**src/rtl/flash_sus_pkg.sv**
```systemverilog
package flash_sus_pkg;

  typedef enum logic [2:0] {
    OP_NONE        = 3'd0,
    OP_SECT_ERASE  = 3'd1,
    OP_BLOCK_ERASE = 3'd2,
    OP_CHIP_ERASE  = 3'd3,
    OP_PAGE_PROG   = 3'd4,
    OP_QUAD_PROG   = 3'd5,
    OP_OTHER       = 3'd6
  } opKind_t;

  typedef enum logic [1:0] {
    ST_IDLE,
    ST_RUN,
    ST_HOLD,
    ST_SUSP
  } susState_t;

  // strobes from control to datapath
  typedef struct packed {
    logic loadRemain;
    logic runTick;
    logic loadLat;
    logic latTick;
    logic loadGuard;
  } dpCtrl_t;

  // flags from datapath to control
  typedef struct packed {
    logic remainLast;
    logic latLast;
    logic guardClear;
    logic lenValid;
  } dpStat_t;

  localparam logic [7:0] OPC_SUSPEND   = 8'h75;
  localparam logic [7:0] OPC_RESUME    = 8'h7A;
  localparam logic [7:0] OPC_STATUS_RD = 8'h05;

  function automatic logic canSuspend(opKind_t k);
    return (k == OP_SECT_ERASE) || (k == OP_BLOCK_ERASE) ||
           (k == OP_PAGE_PROG)  || (k == OP_QUAD_PROG);
  endfunction

  function automatic logic isEraseKind(opKind_t k);
    return (k == OP_SECT_ERASE) || (k == OP_BLOCK_ERASE);
  endfunction

  // opcodes refused while an operation is parked
  function automatic logic isBarred(logic [7:0] code, logic eraseParked);
    logic barred;
    case (code)
      8'h01, OPC_SUSPEND:                       barred = 1'b1;
      8'h20, 8'h52, 8'hD8, 8'hC7, 8'h60, 8'h44: barred = eraseParked;
      8'h02, 8'h32, 8'h42:                      barred = !eraseParked;
      default:                                  barred = 1'b0;
    endcase
    return barred;
  endfunction

endpackage

```
**src/rtl/sus_datapath.sv**
```systemverilog
module sus_datapath
  import flash_sus_pkg::*;
#(
  parameter int CNT_W = 16,
  parameter int T_SUS = 4,
  parameter int T_GAP = 6
) (
  input  logic             clk,
  input  logic             rstN,
  input  logic [CNT_W-1:0] startLen,
  input  dpCtrl_t          ctrl,
  output dpStat_t          stat
);

  localparam int LAT_W = $clog2(T_SUS + 1);
  localparam int GAP_W = $clog2(T_GAP + 1);
  localparam logic [LAT_W-1:0] LAT_LOAD = LAT_W'(T_SUS);
  localparam logic [GAP_W-1:0] GAP_LOAD = GAP_W'(T_GAP);

  logic [CNT_W-1:0] remainQ;
  logic [LAT_W-1:0] latQ;
  logic [GAP_W-1:0] guardQ;

  // operation countdown, frozen whenever control does not tick it
  always_ff @(posedge clk or negedge rstN) begin
    if (!rstN) begin
      remainQ <= '0;
    end else if (ctrl.loadRemain) begin
      remainQ <= startLen;
    end else if (ctrl.runTick) begin
      remainQ <= remainQ - 1'b1;
    end
  end

  // suspend latency counter
  always_ff @(posedge clk or negedge rstN) begin
    if (!rstN) begin
      latQ <= '0;
    end else if (ctrl.loadLat) begin
      latQ <= LAT_LOAD;
    end else if (ctrl.latTick && latQ != '0) begin
      latQ <= latQ - 1'b1;
    end
  end

  // resume-to-suspend guard window
  always_ff @(posedge clk or negedge rstN) begin
    if (!rstN) begin
      guardQ <= '0;
    end else if (ctrl.loadGuard) begin
      guardQ <= GAP_LOAD;
    end else if (guardQ != '0) begin
      guardQ <= guardQ - 1'b1;
    end
  end

  always_comb begin
    stat.remainLast = (remainQ == CNT_W'(1));
    stat.latLast    = (latQ == LAT_W'(1));
    stat.guardClear = (guardQ == '0);
    stat.lenValid   = (startLen != '0);
  end

  // control only counts latency down after a load
  a_r5_latency_loaded: assert property (@(posedge clk) disable iff (!rstN)
    ctrl.latTick |-> latQ != '0);

  // countdown never moves without a tick or load
  a_r8_remain_frozen: assert property (@(posedge clk) disable iff (!rstN)
    (!ctrl.loadRemain && !ctrl.runTick) |=> $stable(remainQ));

endmodule

```
**src/rtl/sus_ctrl.sv**
```systemverilog
module sus_ctrl
  import flash_sus_pkg::*;
(
  input  logic       clk,
  input  logic       rstN,
  input  logic       opValid,
  input  logic [7:0] opCode,
  input  logic       startValid,
  input  opKind_t    startType,
  input  dpStat_t    dpStat,
  output dpCtrl_t    dpCtrl,
  output logic       busy,
  output logic       sus,
  output logic       pause,
  output logic       opAccept,
  output logic       opReject
);

  susState_t stateQ;
  opKind_t   typeQ;
  logic      eraseParkedQ;
  logic      acceptQ;
  logic      rejectQ;

  logic suspendOk;
  logic suspendTake;
  logic resumeTake;
  logic startTake;
  logic opOk;

  always_comb begin
    suspendOk   = (stateQ == ST_RUN) && canSuspend(typeQ) &&
                  dpStat.guardClear && !dpStat.remainLast;
    suspendTake = opValid && (opCode == OPC_SUSPEND) && suspendOk;
    resumeTake  = opValid && (opCode == OPC_RESUME) && (stateQ == ST_SUSP);
    startTake   = startValid && (stateQ == ST_IDLE) &&
                  (startType != OP_NONE) && dpStat.lenValid;
  end

  // accept/reject decision for the opcode of this cycle
  always_comb begin
    if (opCode == OPC_STATUS_RD) begin
      opOk = 1'b1;
    end else if (opCode == OPC_SUSPEND) begin
      opOk = suspendOk;
    end else if (opCode == OPC_RESUME) begin
      opOk = (stateQ == ST_SUSP);
    end else begin
      case (stateQ)
        ST_IDLE: opOk = 1'b1;
        ST_SUSP: opOk = !isBarred(opCode, eraseParkedQ);
        default: opOk = 1'b0;
      endcase
    end
  end

  always_ff @(posedge clk or negedge rstN) begin
    if (!rstN) begin
      stateQ       <= ST_IDLE;
      typeQ        <= OP_NONE;
      eraseParkedQ <= 1'b0;
    end else begin
      case (stateQ)
        ST_IDLE: begin
          if (startTake) begin
            stateQ <= ST_RUN;
            typeQ  <= startType;
          end
        end
        ST_RUN: begin
          if (dpStat.remainLast) begin
            stateQ <= ST_IDLE;
            typeQ  <= OP_NONE;
          end else if (suspendTake) begin
            stateQ       <= ST_HOLD;
            eraseParkedQ <= isEraseKind(typeQ);
          end
        end
        ST_HOLD: begin
          if (dpStat.latLast) stateQ <= ST_SUSP;
        end
        ST_SUSP: begin
          if (resumeTake) stateQ <= ST_RUN;
        end
        default: stateQ <= ST_IDLE;
      endcase
    end
  end

  always_ff @(posedge clk or negedge rstN) begin
    if (!rstN) begin
      acceptQ <= 1'b0;
      rejectQ <= 1'b0;
    end else begin
      acceptQ <= opValid && opOk;
      rejectQ <= opValid && !opOk;
    end
  end

  always_comb begin
    dpCtrl.loadRemain = startTake;
    dpCtrl.runTick    = (stateQ == ST_RUN);
    dpCtrl.loadLat    = suspendTake;
    dpCtrl.latTick    = (stateQ == ST_HOLD);
    dpCtrl.loadGuard  = resumeTake;
  end

  assign busy     = (stateQ == ST_RUN) || (stateQ == ST_HOLD);
  assign sus      = (stateQ == ST_SUSP);
  assign pause    = (stateQ == ST_HOLD) || (stateQ == ST_SUSP);
  assign opAccept = acceptQ;
  assign opReject = rejectQ;

  // one strobe per sampled opcode
  a_r12_one_response: assert property (@(posedge clk) disable iff (!rstN)
    opValid |=> (acceptQ ^ rejectQ));

  // SUS can only appear after the latency phase
  a_r5_sus_after_hold: assert property (@(posedge clk) disable iff (!rstN)
    $rose(stateQ == ST_SUSP) |-> $past(stateQ) == ST_HOLD);

  // parked operation stays parked until a resume
  a_r8_parked_until_resume: assert property (@(posedge clk) disable iff (!rstN)
    (stateQ == ST_SUSP && !(opValid && opCode == OPC_RESUME)) |=> stateQ == ST_SUSP);

  // an erase opcode is refused during erase suspend
  a_r6_erase_barred: assert property (@(posedge clk) disable iff (!rstN)
    (stateQ == ST_SUSP && eraseParkedQ && opValid && opCode == 8'hD8) |=> rejectQ);

  // a program opcode is refused during program suspend
  a_r7_prog_barred: assert property (@(posedge clk) disable iff (!rstN)
    (stateQ == ST_SUSP && !eraseParkedQ && opValid && opCode == 8'h02) |=> rejectQ);

  // chip erase cannot be suspended
  a_r4_chip_erase_runs: assert property (@(posedge clk) disable iff (!rstN)
    (opValid && opCode == OPC_SUSPEND && typeQ == OP_CHIP_ERASE) |=> rejectQ);

  // completion wins over a suspend on the same edge
  a_r11_finish_wins: assert property (@(posedge clk) disable iff (!rstN)
    (stateQ == ST_RUN && dpStat.remainLast && opValid && opCode == OPC_SUSPEND)
      |=> (rejectQ && stateQ == ST_IDLE));

endmodule

```
**src/rtl/flash_suspend_ctrl.sv**
```systemverilog
module flash_suspend_ctrl
  import flash_sus_pkg::*;
#(
  parameter int CNT_W = 16,
  parameter int T_SUS = 4,
  parameter int T_GAP = 6
) (
  input  logic             clk,
  input  logic             rstN,
  input  logic             opValid,
  input  logic [7:0]       opCode,
  input  logic             startValid,
  input  logic [2:0]       startType,
  input  logic [CNT_W-1:0] startLen,
  output logic             busy,
  output logic             sus,
  output logic             pause,
  output logic             opAccept,
  output logic             opReject
);

  dpCtrl_t dpCtrl;
  dpStat_t dpStat;

  sus_ctrl i_ctrl (
    .clk       (clk),
    .rstN      (rstN),
    .opValid   (opValid),
    .opCode    (opCode),
    .startValid(startValid),
    .startType (opKind_t'(startType)),
    .dpStat    (dpStat),
    .dpCtrl    (dpCtrl),
    .busy      (busy),
    .sus       (sus),
    .pause     (pause),
    .opAccept  (opAccept),
    .opReject  (opReject)
  );

  sus_datapath #(
    .CNT_W(CNT_W),
    .T_SUS(T_SUS),
    .T_GAP(T_GAP)
  ) i_dp (
    .clk     (clk),
    .rstN    (rstN),
    .startLen(startLen),
    .ctrl    (dpCtrl),
    .stat    (dpStat)
  );

  // BUSY and SUS never both high
  a_r5_busy_sus_exclusive: assert property (@(posedge clk) disable iff (!rstN)
    !(busy && sus));

endmodule

```
**config.mk**
```make
export PLATFORM = sky130hd
export DESIGN_NAME = flash_suspend_ctrl
export DESIGN_NICKNAME = d
export VERILOG_FILES = /design/src/rtl/flash_sus_pkg.sv /design/src/rtl/sus_datapath.sv /design/src/rtl/sus_ctrl.sv /design/src/rtl/flash_suspend_ctrl.sv
export SDC_FILE = /design/constraint.sdc
export NUM_CORES = 1
export LEC_CHECK = 0
export ABC_AREA = 1
export BUFFER_PORTS_ARGS = -buffer_cell sky130_fd_sc_hd__buf_2
export CORE_AREA = 4 4 75 77
export DETAILED_ROUTE_END_ITERATION = 10
export DIE_AREA = 0 0 79 81
export SLEW_MARGIN = 20
export SYNTH_ARGS = -nofsm -noshare
export SYNTH_HDL_FRONTEND = slang
export SYNTH_SLANG_ARGS = --single-unit
```
**constraint.sdc**
```tcl
create_clock -name clk -period 2.49 [get_ports clk]
set_clock_uncertainty 0.2 [all_clocks]
set_input_delay 0 -clock clk [delete_from_list [all_inputs] [get_ports clk]]
set_output_delay 0 -clock clk [all_outputs]
set_load 0.05 [all_outputs]
```
==> impl_results.md, run 1 <==
* Final core utilization at 55.3%
* Max Fclk at around 0.45 GHz
* Hold Path Class: input pin to register
* Die ar. at 0.00640 mm2
* Worst skew pair latency at ~0.28 ns
* Clk pwr share at between 10% and 20%
* CTS tree: yes
* Synth cell types at 36
* Worst hold margin at a little under 0.05 ns
* CTS Root Cell: clkbuf_8
* Fillers at 488
* Vias in the first global route at ~2.2k
* Clock sink count at 30
* GPL Wtd Cong at 0.868
* NetSw at around 1.4 mW
* Synth Cell Area at 0.00216 mm2
* Post-synth top area share at 34.7%
* Global-route wire length before repair at 9.54 mm
* Multiplexer area fraction after synthesis at 0%
* Post-route ant nets at 0
* Multi-input gate area at 0.00123 mm2
* Clock slew at reported path FFs at 0.06 ns
* Min Clock Period, post-route at between 2 and 2.5 ns
* Seq/Total Area, Yosys at 34.7%
* Post-synthesis register bit count at 30
* Critical path class: register to register
* Syn Inst Count at 297
* Total GRT Usage at 18.8%
* Largest family of logic cells by synthesized area: simple AND/OR/NAND/NOR gates
* Asr flop ratio synth at 100%
* Mean cell area of the mapped netlist at roughly 7.3 um2
* # port buffers at 35
* Seq pwr share at a little under a third
* Drt pass-1 iters at 4
* Endpoints failing hold at 0
* H-tree depth at 2
* PostCTS Resize Cnt at 0
* Max-slew violations at 0
* Row count at 26
* Pin count of the biggest net entering global routing at 31
* Post-synthesis adder-cell area fraction at 6.94%
* Antenna violations before repair at 0
* Top-count cell post-synth: nand2_1
* Maximum root-to-sink buffer count at 2
* Leakage at roughly 1.4 nW
* Initial DRC Count at 58
* WP data arrival at 2.19 ns
* Via density at 4.94
* Area contributors post-synth: dfrtp_1, nand2_1, ha_1
* Core region area at about 0.005 mm2
* R2R Setup Slk at 0.26 ns
* CP Data Required Time at 2.45 ns
* Setup crit end kind: register
* Outcome: finished, final reports clean
* Syn nets at 340
* Detail Placement HPWL at 4.03 mm
* Cell taking the most area after synthesis: dfrtp_1
* Max IR drop VDD at 0.590 mV
* Total number of vias at 2143
* Final TNS setup at 0 ns
* Crit path max fanout at 5
* Top Ports at 36
* Starting density of the core at 43.2%
* Setup violations, final at 0
* Pre-CTS worst setup slack at 0.387 ns
* Setup ws final at 0.264 ns
* EDFF count, synth at 0
* Crit start category: register
* Simple-gate share of the synthesized area at between 30% and 40%
* Period utilization at 89.4%
* RSZ-0062 raised after global routing: no
* Pwr/cell area at 1040 mW/mm2
* Synth Area in Compound Gates at 12.5%
* Slew at the pin closest to its max-slew limit at about 0.73 ns
* TritonCTS buffer count at 5
* Warnings, synthesis at 0
* Share of layout cells above drive strength 1 at 19.5%
* Comb power frac at 56.2%
* Area delta synth->final at 28.0%
* Mean routed wirelength per cell at ~12 um
* Post-Synth XOR/XNOR Area at 4.45%
* Reg area at ~750 um2
* Cell-internal power at 1.52 mW
* Worst slew margin at 51.5%
* Total gr overflow at 0
* # diodes at 0
* Die Ht at 81 um
* Number of max-cap violations at 0
* Synth cell count leaders: nand2_1, inv_1, nor2_1, dfrtp_1, nand3_1
* Die X at 79 um
* Main flop type after synthesis: dfrtp_1
* Net Sw Frac at 47.2%
* Final WL at approximately 5.4 mm
* Nets at 408
* Post-route DRC at 0
## worst max-delay path: stages, from the launching register on
cell and delay (ns):
dfrtp_1 0.44, or2_4 0.29, nor2_4 0.09, nand3_2 0.09, nor3_4 0.20, o21ai_0 0.10, nand2_1 0.09, a21oi_1 0.06
dlygate4sd3_1 0.54
## timing repair
action,CTS,global route
endpoints found under the hold margin,55,0
hold buffers,25,0
buffers inserted,0,2
setup endpoints to repair,0,1
## cells in the final DEF, fill, tap and decap left out, drive strengths merged, types with 2 or more instances in the layout
master        n
a21oi         8
o21ai        14
buf          38
ha           12
nand4         4
nand3        14
o211ai       12
clkbuf        6
nand2        82
xnor2         2
xor2          9
nor4          6
dlygate4sd3  25
nor2         41
nor3          6
inv          45
dfrtp        30
## state kept, by name, indices dropped and copies added, names as in the netlist
name / cells
i_dp.latQ: 3
i_dp.guardQ: 3
i_ctrl.opReject: 1
i_ctrl.stateQ: 2
i_ctrl.eraseParkedQ: 1
i_ctrl.typeQ: 3
i_dp.remainQ: 16
i_ctrl.opAccept: 1
## stage by stage
step / total power, mW / cell area [um2] / std cells
2_1_floorplan: 2.09 / 2160 / 297
3_3_place_gp: 2.42 / 2420 / 401
3_5_place_dp: 2.44 / 2420 / 401
4_1_cts: 2.88 / 2760 / 432
5_1_grt: 3.17 / 2770 / 434
6_report: 2.87 / 2770 / 434
## area by class of cell
| class | count | share of cell area [%] |
|---|---|---|
| repair buffers | 63 | 16.2 |
| clock buffers | 6 | 2.98 |
| multi-input cells | 219 | 44.4 |
| inverters | 46 | 6.23 |
| well taps | 70 | 3.16 |
| flip-flops and latches | 30 | 27.1 |
## cells by family after synthesis
family,after synthesis
adders and majority gates,12
and+or+nand+nor,155
buffers and inverters,48
DFF,30
AOI/OAI and AO/OA,41
xor gates and xnor gates,11
## routing by layer
| metal | GRT usage (%) | vias to the layer above | wire [um] |
|---|---|---|---|
| met5 | 0 | - | 0 |
| met4 | 4.47 | 0 | 59 |
| met3 | 3.88 | 7 | 216 |
| met2 | 34.6 | 45 | 2730 |
| met1 | 22.5 | 997 | 2390 |
| li1 | - | 1094 | - |
## power groups by stage
| stage | registers, mW | logic (mW) | clock network, mW |
|---|---|---|---|
| after floorplan | 0.895 | 1.19 | 0 |
| after global placement | 0.879 | 1.54 | 0 |
| after detailed placement | 0.880 | 1.56 | 0 |
| after CTS | 0.873 | 1.61 | 0.401 |
| after global routing | 0.898 | 1.85 | 0.419 |
| final | 0.871 | 1.61 | 0.388 |
## worst paths after layout
path                                          start                   to  cells past startpoint
min in group asynchronous                      rstN         i_dp.latQ[2]                      2
worst max-delay path                i_dp.remainQ[4]      i_ctrl.opAccept                      8
worst min-delay path                      opCode[0]       i_dp.guardQ[0]                      5
max in group asynchronous                      rstN     i_dp.remainQ[13]                      2
worst max register to register      i_dp.remainQ[4]      i_ctrl.opAccept                      8
worst min register to register  i_ctrl.eraseParkedQ  i_ctrl.eraseParkedQ                      2
Power figures use the tool's default switching activity.
==> inputs of run 2 (changes only) <==
--- a/config.mk
+++ b/config.mk
@@ -10,6 +10,7 @@
 export CORE_AREA = 4 4 75 77
 export DETAILED_ROUTE_END_ITERATION = 10
 export DIE_AREA = 0 0 79 81
+export MAX_ROUTING_LAYER = met4
 export SLEW_MARGIN = 20
 export SYNTH_ARGS = -nofsm -noshare
 export SYNTH_HDL_FRONTEND = slang
==> impl_results.md, run 2 (synthesized netlist as in run 1, its figures left out) <==
* Clock slew at reported path FFs at 0.06 ns (about the same)
* Final core utilization at 55.3% (unchanged)
* Antenna violations before repair at 0 (unchanged)
* WP data arrival at 2.19 ns (about the same)
* Leakage at 1.37 nW (unchanged)
* # port buffers at 35 (unchanged)
* Number of max-cap violations at 0 (unchanged)
* Vias in the first global route at 2157 (was 2156)
* Finished Cell Area at 0.00277 mm2 (unchanged)
* CP Data Required Time at 2.45 ns (about the same)
* Initial DRC Count at 58 (unchanged)
* Worst slew margin at 51.5% (about the same)
* WP depth at 8 (unchanged)
* Global-route wire length before repair at 9.54 mm (about the same)
* Net Sw Frac at 47.2% (about the same)
* Via density at 4.92 (was 4.94)
* H-tree depth at 2 (unchanged)
* Comb power frac at 56.2% (about the same)
* Post-route ant nets at 0 (unchanged)
* Pre-CTS worst setup slack at 0.387 ns (unchanged)
* Met3 wire length at 197 um (was 216 um)
* Maximum root-to-sink buffer count at 2 (unchanged)
* Placement Cell Area at 0.00242 mm2 (unchanged)
* Fillers at 488 (unchanged)
* Drt pass-1 iters at 4 (unchanged)
* Nets at 408 (unchanged)
* Period utilization at 89.5% (was 89.4%)
* # diodes at 0 (unchanged)
* Starting density of the core at 43.2% (unchanged)
* CTS Root Cell: clkbuf_8 (unchanged)
* Cell-internal power at 1.52 mW (about the same)
* NetSw at 1.36 mW (about the same)
* Share of layout cells above drive strength 1 at 19.5% (unchanged)
* Max Fclk at 0.449 GHz (about the same)
* M1 WL at 2.40 mm (was 2.39 mm)
* Met2 WL post-DR at 2.75 mm (was 2.73 mm)
* Critical path class: register to register (unchanged)
* Row count at 26 (unchanged)
* RSZ-0062 raised after global routing: no (unchanged)
* Die ar. at 0.00640 mm2 (unchanged)
* CTS tree: yes (unchanged)
* Slew at the pin closest to its max-slew limit at 0.728 ns (was 0.727 ns)
* Max IR drop VDD at 0.590 mV (about the same)
* R2R Setup Slk at 0.26 ns (about the same)
* Hold worst-path end: i_dp.guardQ[0] (unchanged)
* Final TNS setup at 0 ns (unchanged)
* Total number of vias at 2135 (was 2143)
* CP max-delay cell: dlygate4sd3_1 (unchanged)
* CP bufs+invs at 1 (unchanged)
* Post-route DRC at 0 (unchanged)
* Detail Placement HPWL at 4.03 mm (unchanged)
* Hold Crit Depth at 5 (unchanged)
* Worst hold margin at 0.0482 ns (was 0.0496 ns)
* Mean routed wirelength per cell at 12.5 um (was 12.4 um)
* Hold Path Class: input pin to register (unchanged)
* Setup violations, final at 0 (unchanged)
* Seq pwr share at 30.3% (about the same)
* TritonCTS buffer count at 5 (unchanged)
* Uppermost layer routed: met4 (unchanged)
* Crit start category: register (unchanged)
* Endpoints failing hold at 0 (unchanged)
* Worst reg-to-reg path cell count at 8 (unchanged)
* Largest register FFs at 16 (unchanged)
* Die X at 79 um (unchanged)
* Critical Path Max Stage Delay at 0.54 ns (about the same)
* Core region area at 0.00501 mm2 (unchanged)
* Pin count of the biggest net entering global routing at 31 (unchanged)
* Worst r2r src: i_dp.remainQ[4] (unchanged)
* Final WL at 5.41 mm (was 5.40 mm)
* Family with the most delay on the worst path: simple AND/OR/NAND/NOR gates (unchanged)
* Worst skew pair latency at 0.28 ns (about the same)
* Crit path max fanout at 5 (unchanged)
* R2r endpoint: i_ctrl.opAccept (unchanged)
* Die Ht at 81 um (unchanged)
* Total gr overflow at 0 (unchanged)
* Top reg by flops: i_dp.remainQ (unchanged)
* Clk pwr share at 13.5% (about the same)
* Setup crit end kind: register (unchanged)
* Total GRT Usage at 19.4% (was 18.8%)
* Pwr/cell area at 1040 mW/mm2 (about the same)
* Area delta synth->final at 28.0% (unchanged)
* Top Ports at 36 (unchanged)
* Commonest non-fill, non-tap cells in the layout: nand2_1, inv_1, buf_2 (unchanged)
* GPL Wtd Cong at 0.882 (was 0.868)
* Outcome: finished, final reports clean (unchanged)
* Max-slew violations at 0 (unchanged)
* Commonest non-fill, non-tap cell in the layout: nand2_1 (unchanged)
* Min-delay src: opCode[0] (unchanged)
* CP cell instances: or2_4, nor2_4, nand3_2, nor3_4, o21ai_0, nand2_1, a21oi_1, dlygate4sd3_1 (unchanged)
* Min Clock Period, post-route at 2.23 ns (about the same)
* Setup ws final at 0.261 ns (was 0.264 ns)
* Clock sink count at 30 (unchanged)
run 2: cell counts in the layout (fill, tap and decap cells not counted):
Identical to the previous run, type by type.
run 2: worst max-delay path by stage:
stage / start / end / slack [ns]
after floorplan: i_ctrl.stateQ[0] / i_ctrl.opReject / 0.61
after global placement: i_ctrl.stateQ[0] / i_dp.remainQ[1] / 0.43
after detailed placement: i_ctrl.stateQ[0] / i_dp.remainQ[10] / 0.39
after CTS: i_ctrl.stateQ[0] / i_ctrl.opAccept / 0.22
after global routing: i_ctrl.stateQ[0] / i_ctrl.opAccept / 0.02
final: i_dp.remainQ[4] / i_ctrl.opAccept / 0.26
run 2: per-stage QoR:
step / total power [mW] / cells
after detailed placement: 2.44 / 401
after CTS: 2.88 / 432
after global routing: 3.17 / 434
final: 2.88 / 434
after floorplan: 2.09 / 297
after global placement: 2.42 / 401
run 2: what timing repair did:
item / CTS / global route
gates resized for setup: 0 / 0
buffers inserted: 0 / 2
endpoints found under the setup margin: 0 / 1
hold endpoints to repair: 55 / 0
hold buffers: 25 / 0
run 2: per-layer routing:
| metal | vias up | track usage (%) |
|---|---|---|
| met3 | 6 | 3.88 |
| met1 | 995 | 22.5 |
| met4 | 0 | 4.47 |
| li1 | 1094 | - |
| met2 | 40 | 34.6 |
| met5 | - | - |
run 2: layout make-up:
| class | count | area (um2) | area share (%) |
|---|---|---|---|
| Clock buffer | 6 | 82.6 | 2.98 |
| Inverter | 46 | 173 | 6.23 |
| Multi-Input combinational cell | 219 | 1230 | 44.4 |
| Sequential cell | 30 | 751 | 27.1 |
| Tap cell | 70 | 87.6 | 3.16 |
| Timing Repair Buffer | 63 | 448 | 16.2 |
run 2: worst min-delay path, delay by kind of cell:
family / cells / cell delay [ns]
simple gates: 4 / 0.36
buf+inv: 1 / 0.11
run 2: power by group through the flow:
stage	Combinational (mW)	Sequential [mW]	Clock, mW
3_3_place_gp	1.54	0.879	0
5_1_grt	1.85	0.898	0.419
4_1_cts	1.61	0.873	0.401
2_1_floorplan	1.19	0.895	0
3_5_place_dp	1.56	0.880	0
6_report	1.62	0.871	0.389
==> inputs of run 3 (changes only) <==
--- a/config.mk
+++ b/config.mk
@@ -11,6 +11,7 @@
 export DETAILED_ROUTE_END_ITERATION = 10
 export DIE_AREA = 0 0 79 81
 export MAX_ROUTING_LAYER = met4
+export PLACE_DENSITY = 0.75
 export SLEW_MARGIN = 20
 export SYNTH_ARGS = -nofsm -noshare
 export SYNTH_HDL_FRONTEND = slang
==> impl_results.md, run 3 (synthesized netlist as in run 1, its figures left out) <==
* Starting density of the core at 43.2% (unchanged)
* Area delta synth->final at 28.6% (was 28.0%)
* Cts hold-fix bufs at 25 (unchanged)
* Setup crit end kind: register (unchanged)
* Final TNS setup at 0 ns (unchanged)
* Clock sink count at 30 (unchanged)
* Leakage at 1.37 nW (about the same)
* Slew at the pin closest to its max-slew limit at 0.692 ns (was 0.728 ns)
* Total number of vias at 2109 (was 2135)
* Min-delay src: opCode[0] (unchanged)
* Critical Path Max Stage Delay at 0.54 ns (about the same)
* Setup violations, final at 0 (unchanged)
* Core region area at 0.00501 mm2 (unchanged)
* Antenna violations before repair at 0 (unchanged)
* Min Clock Period, post-route at 2.27 ns (was 2.23 ns)
* CP cell instances: inv_1, ha_1, a41oi_1, nand2_1, nand2_1, nand2_1, nand2_1, nand2_1, nand2_1, nor2_1, dlygate4sd3_1 (was or2_4, nor2_4, nand3_2, nor3_4, o21ai_0, nand2_1, a21oi_1, dlygate4sd3_1)
* Multi-input gate area at 0.00123 mm2 (unchanged)
* Critical path class: register to register (unchanged)
* Crit start category: register (unchanged)
* CTS Root Cell: clkbuf_8 (unchanged)
* PostCTS Resize Cnt at 0 (unchanged)
* Max Fclk at 0.440 GHz (was 0.449 GHz)
* Initial DRC Count at 76 (was 58)
* Drt pass-1 iters at 4 (unchanged)
* Final Instance Count excl. Fillers at 434 (unchanged)
* CP dominant cell by count: nand2_1
* Die X at 79 um (unchanged)
* Worst skew pair latency at 0.28 ns (about the same)
* Total GRT Usage at 17.7% (was 19.4%)
* Final WL at 5.10 mm (was 5.41 mm)
* Worst r2r src: i_ctrl.stateQ[0] (was i_dp.remainQ[4])
* Max-slew violations at 0 (unchanged)
* Endpoints failing hold at 0 (unchanged)
* CTS tree: yes (unchanged)
* Vias in the first global route at 1968 (was 2157)
* Hold worst-path end: i_dp.guardQ[0] (unchanged)
* Post-route ant nets at 0 (unchanged)
* Reg area at 751 um2 (unchanged)
* Row count at 26 (unchanged)
* Outcome: finished, final reports clean (unchanged)
* Post-route DRC at 0 (unchanged)
* Max IR drop VDD at 0.620 mV (was 0.590 mV)
* Die ar. at 0.00640 mm2 (unchanged)
* CP max-delay cell: dlygate4sd3_1 (unchanged)
* CP Data Required Time at 2.45 ns (about the same)
* Number of max-cap violations at 0 (unchanged)
* CP bufs+invs at 2 (was 1)
* Mean routed wirelength per cell at 11.8 um (was 12.5 um)
* Die Ht at 81 um (unchanged)
* Clock slew at reported path FFs at 0.06 ns (about the same)
* # diodes at 0 (unchanged)
* Family with the most delay on the worst path: buffers and inverters (was simple AND/OR/NAND/NOR gates)
* Commonest non-fill, non-tap cells in the layout: nand2_1, inv_1, buf_2 (unchanged)
* Pin count of the biggest net entering global routing at 31 (unchanged)
* Top reg by flops: i_dp.remainQ (unchanged)
* Crit path max fanout at 5 (unchanged)
* TritonCTS buffer count at 5 (unchanged)
* Postcts setup bufs at 0 (unchanged)
* Detail Placement HPWL at 3.85 mm (was 4.03 mm)
* Worst reg-to-reg path cell count at 11 (was 8)
* Hold Path Class: input pin to register (unchanged)
* WP data arrival at 2.24 ns (was 2.19 ns)
* Nets at 406 (was 408)
* Global-route wire length before repair at 8.71 mm (was 9.54 mm)
* Largest register FFs at 16 (unchanged)
* Top Ports at 36 (unchanged)
* R2r endpoint: i_ctrl.opReject (was i_ctrl.opAccept)
* Share of layout cells above drive strength 1 at 19.5% (unchanged)
* Via density at 4.86 (was 4.92)
* Fillers at 479 (was 488)
* Pwr/cell area at 1050 mW/mm2 (was 1040 mW/mm2)
* H-tree depth at 2 (unchanged)
* # port buffers at 35 (unchanged)
* RSZ-0062 raised after global routing: no (unchanged)
* # placed instances at 401 (unchanged)
* Maximum root-to-sink buffer count at 2 (unchanged)
* Commonest non-fill, non-tap cell in the layout: nand2_1 (unchanged)
* Period utilization at 91.2% (was 89.5%)
* Total gr overflow at 0 (unchanged)
* GPL Wtd Cong at 0.814 (was 0.882)
* Worst slew margin at 53.9% (was 51.5%)
* Hold Crit Depth at 5 (unchanged)
* Final core utilization at 55.5% (was 55.3%)
* R2R Setup Slk at 0.22 ns (was 0.26 ns)
## run 3: layout make-up
cell class,instances,share of cell area (%)
inverters,46,6.21
clock inverters,3,1.44
repair buffers,61,15.6
well taps,70,3.15
flip-flops and latches,30,27.0
multi-input cells,219,44.2
clock buffers,5,2.47
## run 3: worst max-delay path by stage
stage	cells past startpoint	slack (ns)	start	to
after floorplan	10	0.61	i_ctrl.stateQ[0]	i_ctrl.opReject
after global placement	8	0.48	i_ctrl.stateQ[0]	i_dp.remainQ[10]
after detailed placement	8	0.45	i_ctrl.stateQ[0]	i_dp.remainQ[14]
after CTS	11	0.21	i_ctrl.stateQ[0]	i_ctrl.opReject
after global routing	11	0.07	i_ctrl.stateQ[0]	i_ctrl.opReject
final	11	0.22	i_ctrl.stateQ[0]	i_ctrl.opReject
## run 3: report_power, final
part	switching [mW]	internal [mW]
Clock	0.188	0.294
Combinational	1.01	0.573
Sequential	0.160	0.713
Total	1.35	1.58
## run 3: layer usage
layer / vias to the layer above / GRT usage, % / part of all wire, %
met3: 6 / 3.22 / 4.8
met2: 53 / 30.7 / 50
met4: 0 / 5.15 / 0.90
met1: 958 / 21.0 / 45
met5: - / - / 0
li1: 1092 / - / -
## run 3: stage by stage
step	total power, mW	instance area (um2)	setup WS, ns	hold slack, ns
after floorplan	2.09	2160	0.612	-0.496
after global placement	2.39	2420	0.478	-0.127
after detailed placement	2.42	2420	0.446	-0.113
after CTS	2.96	2780	0.206	0.0405
after global routing	3.19	2780	0.0726	0.0857
final	2.93	2780	0.219	0.0478
## run 3: worst min-delay path, stage by stage
cell and delay [ns]:
buf_2 0.12, nor2_2 0.06, nand4_1 0.10, nor2_1 0.07, nor3_1 0.12
